`src/rtl/aux_seg_pkg.sv`:
```
package aux_seg_pkg;
  localparam int CMD_W = 4;
  localparam int CMD_RD_BIT  = 0;
  localparam int CMD_MOT_BIT = 2;

  typedef enum logic [1:0] {
    S_IDLE  = 2'd0,
    S_FETCH = 2'd1,
    S_XFER  = 2'd2
  } seg_state_e;
endpackage

```
`src/rtl/aux_chunk_calc.sv`:
```
module aux_chunk_calc
  import aux_seg_pkg::*;
#(
  parameter int LEN_W = 8,
  parameter int CHUNK = 16,
  localparam int SZ_W = $clog2(CHUNK + 1)
) (
  input  logic [LEN_W-1:0] rem,
  input  logic             rd,
  input  logic             more_msgs,
  output logic [SZ_W-1:0]  size,
  output logic [CMD_W-1:0] cmd,
  output logic             last_chunk,
  output logic [CHUNK-1:0] byte_mask
);
  // size of the next chunk given the bytes still owed by the message
  function automatic logic [LEN_W-1:0] take_len(input logic [LEN_W-1:0] left);
    return (left > LEN_W'(CHUNK)) ? LEN_W'(CHUNK) : left;
  endfunction

  // bus stays held while this message continues or another one follows
  function automatic logic hold_bus(input logic [LEN_W-1:0] left, input logic later);
    return (left > LEN_W'(CHUNK)) || later;
  endfunction

  logic [LEN_W-1:0] take;
  assign take       = take_len(rem);
  assign size       = take[SZ_W-1:0];
  assign last_chunk = (rem <= LEN_W'(CHUNK));

  always_comb begin
    cmd = '0;
    cmd[CMD_RD_BIT]  = rd;
    cmd[CMD_MOT_BIT] = hold_bus(rem, more_msgs);
  end

  for (genvar i = 0; i < CHUNK; i++) begin : g_mask
    assign byte_mask[i] = (size > SZ_W'(i));
  end
endmodule

```
`src/rtl/aux_seg_fsm.sv`:
```
module aux_seg_fsm
  import aux_seg_pkg::*;
#(
  parameter int MAX_MSGS = 8,
  parameter int LEN_W    = 8,
  parameter int BUF_AW   = 12,
  parameter int CHUNK    = 16,
  parameter int ERR_W    = 4,
  localparam int SZ_W    = $clog2(CHUNK + 1),
  localparam int IDXW    = $clog2(MAX_MSGS + 1)
) (
  input  logic              clk,
  input  logic              rst_n,
  input  logic              start,
  input  logic [IDXW-1:0]   msg_count,
  input  logic [LEN_W-1:0]  msg_len,
  input  logic [SZ_W-1:0]   chunk_size,
  input  logic              last_chunk,
  input  logic              aux_done,
  input  logic              aux_err,
  input  logic [ERR_W-1:0]  aux_code,
  output logic              in_xfer,
  output logic [IDXW-1:0]   msg_idx,
  output logic [BUF_AW-1:0] buf_ptr,
  output logic [LEN_W-1:0]  rem,
  output logic              more_msgs,
  output logic              chunk_ok,
  output logic              busy,
  output logic              done,
  output logic              done_err,
  output logic [ERR_W-1:0]  done_code,
  output logic [IDXW-1:0]   done_count
);
  seg_state_e        state;
  logic [IDXW-1:0]   idx_q, n_msgs_q;
  logic [BUF_AW-1:0] ptr_q;
  logic [LEN_W-1:0]  rem_q;

  // named internal events
  logic table_end, chunk_fail, skip_empty;
  assign table_end  = (idx_q >= n_msgs_q);
  assign in_xfer    = (state == S_XFER);
  assign chunk_ok   = in_xfer && aux_done && !aux_err;
  assign chunk_fail = in_xfer && aux_done && aux_err;
  assign skip_empty = (state == S_FETCH) && !table_end && (msg_len == '0);
  assign more_msgs  = ({1'b0, idx_q} + (IDXW+1)'(1)) < {1'b0, n_msgs_q};

  assign msg_idx = idx_q;
  assign buf_ptr = ptr_q;
  assign rem     = rem_q;
  assign busy    = (state != S_IDLE);

  always_ff @(posedge clk) begin
    if (!rst_n) begin
      state      <= S_IDLE;
      idx_q      <= '0;
      n_msgs_q   <= '0;
      ptr_q      <= '0;
      rem_q      <= '0;
      done       <= 1'b0;
      done_err   <= 1'b0;
      done_code  <= '0;
      done_count <= '0;
    end else begin
      done <= 1'b0;
      unique case (state)
        S_IDLE: if (start) begin
          idx_q    <= '0;
          ptr_q    <= '0;
          n_msgs_q <= msg_count;
          state    <= S_FETCH;
        end
        S_FETCH: begin
          if (table_end) begin
            done       <= 1'b1;
            done_err   <= 1'b0;
            done_count <= idx_q;
            state      <= S_IDLE;
          end else if (skip_empty) begin
            idx_q <= idx_q + IDXW'(1);
          end else begin
            rem_q <= msg_len;
            state <= S_XFER;
          end
        end
        S_XFER: begin
          if (chunk_fail) begin
            done       <= 1'b1;
            done_err   <= 1'b1;
            done_code  <= aux_code;
            done_count <= idx_q;
            state      <= S_IDLE;
          end else if (chunk_ok) begin
            ptr_q <= ptr_q + BUF_AW'(chunk_size);
            rem_q <= rem_q - LEN_W'(chunk_size);
            if (last_chunk) begin
              idx_q <= idx_q + IDXW'(1);
              state <= S_FETCH;
            end
          end
        end
        default: state <= S_IDLE;
      endcase
    end
  end

  // a pending request keeps its chunk context
  p_req_hold_r12: assert property (@(posedge clk) disable iff (!rst_n)
    (in_xfer && !aux_done) |=> (in_xfer && $stable(ptr_q) && $stable(rem_q) && $stable(idx_q)));

  // failure ends the run with an error report and no further request
  p_abort_r8: assert property (@(posedge clk) disable iff (!rst_n)
    chunk_fail |=> (!in_xfer && done && done_err));

  // a clean finish reports every message of the table
  p_count_r9: assert property (@(posedge clk) disable iff (!rst_n)
    (done && !done_err) |-> (done_count == n_msgs_q));

  // an empty message never opens a transfer
  p_zero_r10: assert property (@(posedge clk) disable iff (!rst_n)
    skip_empty |=> !in_xfer);
endmodule

```
`src/rtl/i2c_aux_segmenter.sv`:
```
module i2c_aux_segmenter
  import aux_seg_pkg::*;
#(
  parameter int MAX_MSGS = 8,
  parameter int LEN_W    = 8,
  parameter int ADDR_W   = 7,
  parameter int BUF_AW   = 12,
  parameter int CHUNK    = 16,
  parameter int ERR_W    = 4,
  localparam int SZ_W    = $clog2(CHUNK + 1),
  localparam int IDXW    = $clog2(MAX_MSGS + 1),
  localparam int DATA_W  = CHUNK * 8
) (
  input  logic              clk,
  input  logic              rst_n,
  input  logic              start,
  input  logic [IDXW-1:0]   msg_count,
  output logic [IDXW-1:0]   msg_idx,
  input  logic [ADDR_W-1:0] msg_addr,
  input  logic              msg_rd,
  input  logic [LEN_W-1:0]  msg_len,
  output logic [BUF_AW-1:0] buf_ptr,
  input  logic [DATA_W-1:0] buf_rdata,
  output logic              buf_we,
  output logic [CHUNK-1:0]  buf_wmask,
  output logic [DATA_W-1:0] buf_wdata,
  output logic              aux_req,
  output logic [CMD_W-1:0]  aux_cmd,
  output logic [ADDR_W-1:0] aux_addr,
  output logic [SZ_W-1:0]   aux_size,
  output logic [DATA_W-1:0] aux_wdata,
  input  logic              aux_done,
  input  logic              aux_err,
  input  logic [ERR_W-1:0]  aux_code,
  input  logic [DATA_W-1:0] aux_rdata,
  output logic              busy,
  output logic              done,
  output logic              done_err,
  output logic [ERR_W-1:0]  done_code,
  output logic [IDXW-1:0]   done_count
);
  logic [LEN_W-1:0] rem;
  logic             more_msgs, last_chunk, chunk_ok, in_xfer;
  logic [SZ_W-1:0]  chunk_size;
  logic [CHUNK-1:0] byte_mask;

  aux_chunk_calc #(.LEN_W(LEN_W), .CHUNK(CHUNK)) u_calc (
    .rem        (rem),
    .rd         (msg_rd),
    .more_msgs  (more_msgs),
    .size       (chunk_size),
    .cmd        (aux_cmd),
    .last_chunk (last_chunk),
    .byte_mask  (byte_mask)
  );

  aux_seg_fsm #(
    .MAX_MSGS(MAX_MSGS), .LEN_W(LEN_W), .BUF_AW(BUF_AW),
    .CHUNK(CHUNK), .ERR_W(ERR_W)
  ) u_fsm (
    .clk        (clk),
    .rst_n      (rst_n),
    .start      (start),
    .msg_count  (msg_count),
    .msg_len    (msg_len),
    .chunk_size (chunk_size),
    .last_chunk (last_chunk),
    .aux_done   (aux_done),
    .aux_err    (aux_err),
    .aux_code   (aux_code),
    .in_xfer    (in_xfer),
    .msg_idx    (msg_idx),
    .buf_ptr    (buf_ptr),
    .rem        (rem),
    .more_msgs  (more_msgs),
    .chunk_ok   (chunk_ok),
    .busy       (busy),
    .done       (done),
    .done_err   (done_err),
    .done_code  (done_code),
    .done_count (done_count)
  );

  assign aux_req   = in_xfer;
  assign aux_addr  = msg_addr;
  assign aux_size  = chunk_size;
  assign aux_wdata = buf_rdata;
  assign buf_we    = chunk_ok && msg_rd;
  assign buf_wmask = byte_mask;
  assign buf_wdata = aux_rdata;

  // every issued chunk carries 1..CHUNK bytes
  p_size_r2: assert property (@(posedge clk) disable iff (!rst_n)
    aux_req |-> (aux_size != '0 && aux_size <= SZ_W'(CHUNK)));

  // direction bit follows the message flag, spare bits stay low
  p_cmd_r3: assert property (@(posedge clk) disable iff (!rst_n)
    aux_req |-> (aux_cmd[CMD_RD_BIT] == msg_rd && !aux_cmd[1] && !aux_cmd[3]));

  // a long remainder keeps the bus held
  p_mot_r4: assert property (@(posedge clk) disable iff (!rst_n)
    (aux_req && rem > LEN_W'(CHUNK)) |-> aux_cmd[CMD_MOT_BIT]);

  // final chunk of the final message releases the bus
  p_last_r5: assert property (@(posedge clk) disable iff (!rst_n)
    (aux_req && last_chunk && !more_msgs) |-> !aux_cmd[CMD_MOT_BIT]);

  // nothing is requested or reported while idle
  p_idle_r1: assert property (@(posedge clk) disable iff (!rst_n)
    !busy |-> (!aux_req && !buf_we));
endmodule

```
`config.mk`:
```
export PLATFORM = sky130hd
export DESIGN_NAME = i2c_aux_segmenter
export DESIGN_NICKNAME = d
export VERILOG_FILES = /design/src/rtl/aux_seg_pkg.sv /design/src/rtl/aux_chunk_calc.sv /design/src/rtl/aux_seg_fsm.sv /design/src/rtl/i2c_aux_segmenter.sv
export SDC_FILE = /design/constraint.sdc
export NUM_CORES = 1
export LEC_CHECK = 0
export CAP_MARGIN = 20
export CORE_AREA = 2 2 231 233
export DETAILED_ROUTE_END_ITERATION = 7
export DIE_AREA = 0 0 233 235
export DONT_BUFFER_PORTS = 1
export SLEW_MARGIN = 20
export SYNTH_ARGS = -nofsm -noshare
export SYNTH_HDL_FRONTEND = slang
export SYNTH_SLANG_ARGS = --single-unit
export TNS_END_PERCENT = 20
```
`constraint.sdc`:
```
create_clock -name clk -period 3.5 [get_ports clk]
set_clock_uncertainty 0.05 [all_clocks]
set_input_delay 0.7 -clock clk [delete_from_list [all_inputs] [get_ports clk]]
set_output_delay 0.7 -clock clk [all_outputs]
set_load 0.02 [all_outputs]
```
=== After elaboration in Yosys (flattened, before gate mapping) ===
Index checks and enable logic that the tools add are counted.

* Muxes and demuxes: 33
* Add/subtract/negate cells: 4
* Equal/unequal tests: 14
* $lt $le $gt $ge: 20
* Reductions and logical operators: 22

{| class="wikitable"
|+ Operators with widths
! operator !! number
|-
| $gt A5 B4 Y1 const B || 8
|-
| $mux W12 || 3
|-
| $mux W4 || 8
|-
| $mux W8 || 4
|-
| $pmux W12 S2 || 1
|-
| $gt A5 B3 Y1 const B || 4
|-
| $pmux W8 S2 || 1
|-
| $ne A2 B2 Y1 const B || 7
|-
| $add A12 B5 Y12 || 1
|-
| $mux W2 || 6
|-
| $pmux W4 S3 || 1
|-
| $gt A5 B1 Y1 const B || 2
|-
| $gt A5 B2 Y1 const B || 2
|-
| $gt A8 B5 Y1 const B || 1
|-
| $le A8 B5 Y1 const B || 1
|-
| $logic_not A8 Y1 || 1
|-
| $pmux W4 S2 || 1
|-
| $reduce_and A4 Y1 || 2
|-
| $sub A8 B5 Y8 || 1
|-
| $reduce_and A7 Y1 || 1
|-
| $logic_and A1 B1 Y1 || 6
|-
| $ne A3 B3 Y1 const B || 2
|-
| $pmux W2 S3 || 1
|-
| $reduce_bool A2 Y1 || 3
|-
| 18 further kinds || 25
|}

* Input port bits: 285
* Register bits after elaboration: 40
* Word-level logic and storage cells: 102

=== Longest topological paths before layout ===
* Depth in word-level cells: 7
* Depth in mapped cells: 10
* Depth with buffers taken out: 9

=== Modules after synthesis ===
A second synthesis with hierarchy kept.

* Cell total of the unflattened synthesis: 608
* Area total of the unflattened synthesis: 4812.1 µm²

{| class="wikitable"
|+ Modules (own cells, without submodules)
! module !! times used !! cells an instance !! area an instance (µm²)
|-
| aux_seg_fsm || 1 || 300 || 2582.5
|-
| i2c_aux_segmenter || 1 || 264 || 1980.6
|-
| aux_chunk_calc || 1 || 44 || 249.0
|}

=== Worst setup path after synthesis ===
Ideal clock, no wire load.

* Path type: flip-flop to flip-flop
* Start point: register u_fsm.rem_q[4], in the netlist u_fsm.rem[4]
* End point: register u_fsm.ptr_q[9], in the netlist u_fsm.buf_ptr[9]
* Data arrival time: 2.540 ns
* Stages on the path, launching flop included: 11
* Clock period less this slack: 2.726 ns
* Slack: 0.774 ns
* Library setup time: 0.136 ns
* Path through: dfxtp_1 > buf_2 > nor4_4 > clkbuf_1 > and2_1 > ha_1 > a211oi_1 > o21bai_1 > a21oi_1 > or4_1 > a21oi_1

* Word-level cells in the longest chain between the ends: 6

{| class="wikitable"
|+ RTL lines
! item !! RTL line !! RTL
|-
| start: declaration || aux_seg_fsm.sv:37 || <nowiki>logic [LEN_W-1:0] rem_q;</nowiki>
|-
| start signal: assignment || aux_seg_fsm.sv:82 || <nowiki>rem_q <= msg_len;</nowiki>
|-
| start signal: assignment || aux_seg_fsm.sv:95 || <nowiki>rem_q <= rem_q - LEN_W'(chunk_size);</nowiki>
|-
| $gt A8 B5 Y1 || aux_chunk_calc.sv:18 || <nowiki>return (left > LEN_W'(CHUNK)) ? LEN_W'(CHUNK) : left;</nowiki>
|-
| $mux W5 || aux_chunk_calc.sv:18 ||
|-
| via aux_size[1] || i2c_aux_segmenter.sv:30 || <nowiki>output logic [SZ_W-1:0] aux_size,</nowiki>
|-
| $add A12 B5 Y12 || aux_seg_fsm.sv:94 || <nowiki>ptr_q <= ptr_q + BUF_AW'(chunk_size);</nowiki>
|-
| $mux W12 || aux_seg_fsm.sv:93 || <nowiki>end else if (chunk_ok) begin</nowiki>
|-
| $mux W12 || aux_seg_fsm.sv:87 || <nowiki>if (chunk_fail) begin</nowiki>
|-
| $pmux W12 S2 || aux_seg_fsm.sv:66 || <nowiki>unique case (state)</nowiki>
|-
| end signal: assignment || aux_seg_fsm.sv:94 ||
|-
| end: declaration || aux_seg_fsm.sv:36 || <nowiki>logic [BUF_AW-1:0] ptr_q;</nowiki>
|}

The timed path passes the listed nets, and every way through them passes these cells. The select of a mux whose other input is x is not followed.
A chain may end at the register's enable or synchronous reset.

=== Worst setup path in the final report ===
Ends and elaborated chain as after synthesis.

==> reports/qor.csv <==
stage,metric,value,unit
detailed_routing,antenna_left,0,
setup_path,cp-end-kind,register,
power,total_power,2.95,mW
setup_path,cp.required,3.59,ns
power,cellPowerDensity,807,nW/um^2
yosys,ys.flop_type,dfxtp_1,
setup_path,path_delay_family,simple AND/OR/NAND/NOR gates,
clock_network,clkTransAtPathRegs,0.06,ns
place,gp_congestion,0.705,
die,die_w,233,um
power,irDropWorstVdd,277,uV
worst_hold_path,hp-start,u_fsm.n_msgs_q[2],
job,maxCapViolations,0,
timing,slew_headroom,46.1,%
yosys,synth_top_family_by_area,buffers and inverters,
timing,setup_viol,0,
timing,max_clock_freq,344,MHz
worst_hold_path,hold_path_class,register to register,
yosys,synth-async-reset-ratio,0,%
die,dieArea,54800,sq um
clock_network,ctsResizeCount,0,
clock_network,postCtsSetupBuffers,0,
timing,setup_slack,0.595,ns
yosys,synthAdderAreaFrac,5.90,%
yosys,synth_common_cells,"266 x buf_4, 43 x nand2_1, 40 x dfxtp_1",
finish,layout-drive-gt1-share,11.1,%
timing,tightest_slew,0.800,ns
setup_path,r2r-end,u_fsm.buf_ptr[9],
die,initial_core_util,8.77,%
timing,fin_crit_sh,83.0,%
clock_network,root_buffer,clkbuf_16,
yosys,synth-simple-area-share,12.8,%
detailed_routing,firstDrtPassIters,4,
setup_path,crit_path_max_incr_delay,0.43,ns
detailed_routing,via_per_inst,2.82,
setup_path,cpMaxStageDelayCell,a21oi_1,
timing,finalCriticalPeriod,2.91,ns
yosys,yosysWarnings,0,
yosys,synth_compound_area_share,13.4,%
setup_path,cp_num_cells,9,
die,die_h,235,um
place,dp.cells,1004,
yosys,synthMuxAreaShare,3.06,%
setup_path,reg2reg_slack,0.59,ns
grt,grt_usage,6.17,%
grt,grt_overflow,0,
yosys,post-synth-top-count-cell,buf_4,
clock_network,numCtsBuffers,5,
detailed_routing,initialDrtViolationCount,66,
clock_network,clkLatencyLatePin,0.29,ns
power,p_leak,1.20,nW
clock_network,hold_buffers,0,
clock_network,numClockSinks,40,
clock_network,tritoncts,yes,
die,ios,602,
timing,rsz0062_at_grt,no,
yosys,syn_area,4580,sq um
grt,antenna_found_initial,1,
timing,finalMaxSlewViolations,0,
setup_path,cp_max_fo,14,
grt,grt_max_degree,29,
die,core_area,52200,sq um
place,dp_hpwl,15300,um
setup_path,crit_chain,nor4_4 > buf_4 > and2_1 > ha_1 > a211oi_1 > o21bai_1 > a21oi_1 > or4_1 > a21oi_1,
yosys,synth_top_area_share,43.6,%
setup_path,worst-setup-path-type,register to register,
yosys,yosys.area_share.xor_xnor,0.956,%
die,rows,84,
detailed_routing,via_count,2849,
setup_path,path_buf_inv,1,
run_status,status,"finished, final reports clean",
setup_path,r2r_start,u_fsm.rem[4],
timing,finalHoldViolations,0,
yosys,syn_area_per_cell,7.88,sq um
finish,syn_to_final_growth,-20.2,%
detailed_routing,wl_per_cell,17.7,um
yosys,ys_types,60,
yosys,ys_top_cells_by_area,"buf_4 44%, dfxtp_1 17%, ha_1 5.5%",
grt,grt_first_pass_wirelength,22900,um
clock_network,h-tree-depth,2,
detailed_routing,finalWirelength,17900,um
finish,diodes,0,
yosys,synth_cells,581,
detailed_routing,drc,0,
clock_network,cts.path.max_buffers,2,
worst_hold_path,whs_path_depth,2,
grt,grt_pass1_vias,2779,
timing,setup_tns,0,ns
setup_path,crit_path_start_kind,register,
yosys,yosysSeqAreaShare,17.5,%
place,dp_slack,0.563,ns
yosys,synth-seq-cells,40,
yosys,synth_edf_count,0,
setup_path,cp_common_cell,a21oi_1,
setup_path,reg2reg_depth,9,
yosys,synth_top_area_cell,buf_4,
finish,nets,629,
finish,fin_cells,1012,
setup_path,arrival,3.00,ns
worst_hold_path,whs_endpoint,u_fsm.n_msgs_q[2],
place,portBuffers,0,
-- report_power, final --
| part | switching, mW | internal [mW] |
|---|---|---|
| logic | 1.21 | 0.563 |
| clock network | 0.191 | 0.281 |
| registers | 0.179 | 0.529 |
-- cells in the final DEF, fill, tap and decap left out, drive strengths merged, types with 6 or more instances in the layout --
| cell type | instances |
|---|---|
| a21oi | 21 |
| buf | 15 |
| clkbuf | 6 |
| dfxtp | 40 |
| ha | 20 |
| inv | 15 |
| mux2i | 14 |
| nand2 | 43 |
| nand3 | 17 |
| nor2 | 19 |
| nor3 | 6 |
| o21ai | 20 |
| or3 | 7 |
-- logic make-up after synthesis --
group | Yosys count
buf+inv | 297
flops | 40
xor+xnor | 5
other cells | 2
mux | 14
simple gates | 117
compound gates | 85
fa+ha+maj | 21
-- worst max-delay path by stage --
| stage | start | endpoint | slack [ns] |
|---|---|---|---|
| 4_1_cts | u_fsm.rem[4] | u_fsm.buf_ptr[9] | 0.55 |
| 2_1_floorplan | u_fsm.rem[4] | u_fsm.buf_ptr[9] | 0.77 |
| 3_3_place_gp | u_fsm.rem[4] | u_fsm.buf_ptr[9] | 0.61 |
| 3_5_place_dp | u_fsm.rem[4] | u_fsm.buf_ptr[9] | 0.56 |
| 6_report | u_fsm.rem[4] | u_fsm.buf_ptr[9] | 0.59 |
| 5_1_grt | u_fsm.rem[4] | u_fsm.buf_ptr[5] | 0.28 |
-- final cells by class --
type | instances | area (sq um)
Fill cell | 6112 | 48600
Multi-Input combinational cell | 245 | 1670
Tap cell | 688 | 861
Sequential cell | 40 | 801
Clock buffer | 6 | 139
Timing Repair Buffer | 15 | 113
Inverter | 16 | 60.1
Clock inverter | 2 | 10.0
-- worst register-to-register path, cell delays in order (launching register included) --
cell      delay [ns]
dfxtp_1         0.40
nor4_4          0.31
buf_4           0.24
and2_1          0.40
ha_1            0.33
a211oi_1        0.25
o21bai_1        0.10
a21oi_1         0.43
or4_1           0.19
a21oi_1         0.06
-- metal layers --
layer / track usage [%] / vias to the layer above / wire (um)
met1: 5.84 / 1282 / 5820
li1: - / 1163 / -
met4: 5.33 / 0 / 1650
met5: 0.268 / - / 0
met2: 9.24 / 268 / 7750
met3: 3.94 / 136 / 2710
-- flip-flops by register name (all words and copies together) (netlist names) --
name,cells
u_fsm.buf_ptr,12
u_fsm.done,1
u_fsm.done_code,4
u_fsm.done_count,4
u_fsm.done_err,1
u_fsm.msg_idx,4
u_fsm.n_msgs_q,4
u_fsm.rem,8
u_fsm.state,2
-- stage by stage --
| step | hold slack [ns] | util, % | instance area (sq um) |
|---|---|---|---|
| global route | 0.442 | 7.00 | 3650 |
| floorplan | 0.386 | - | 4580 |
| detailed placement | 0.405 | 6.71 | 3510 |
| CTS | 0.413 | 7.00 | 3650 |
| finish | 0.412 | 7.00 | 3650 |
| global placement | 0.402 | 6.71 | 3510 |
Power figures use the tool's default switching activity.
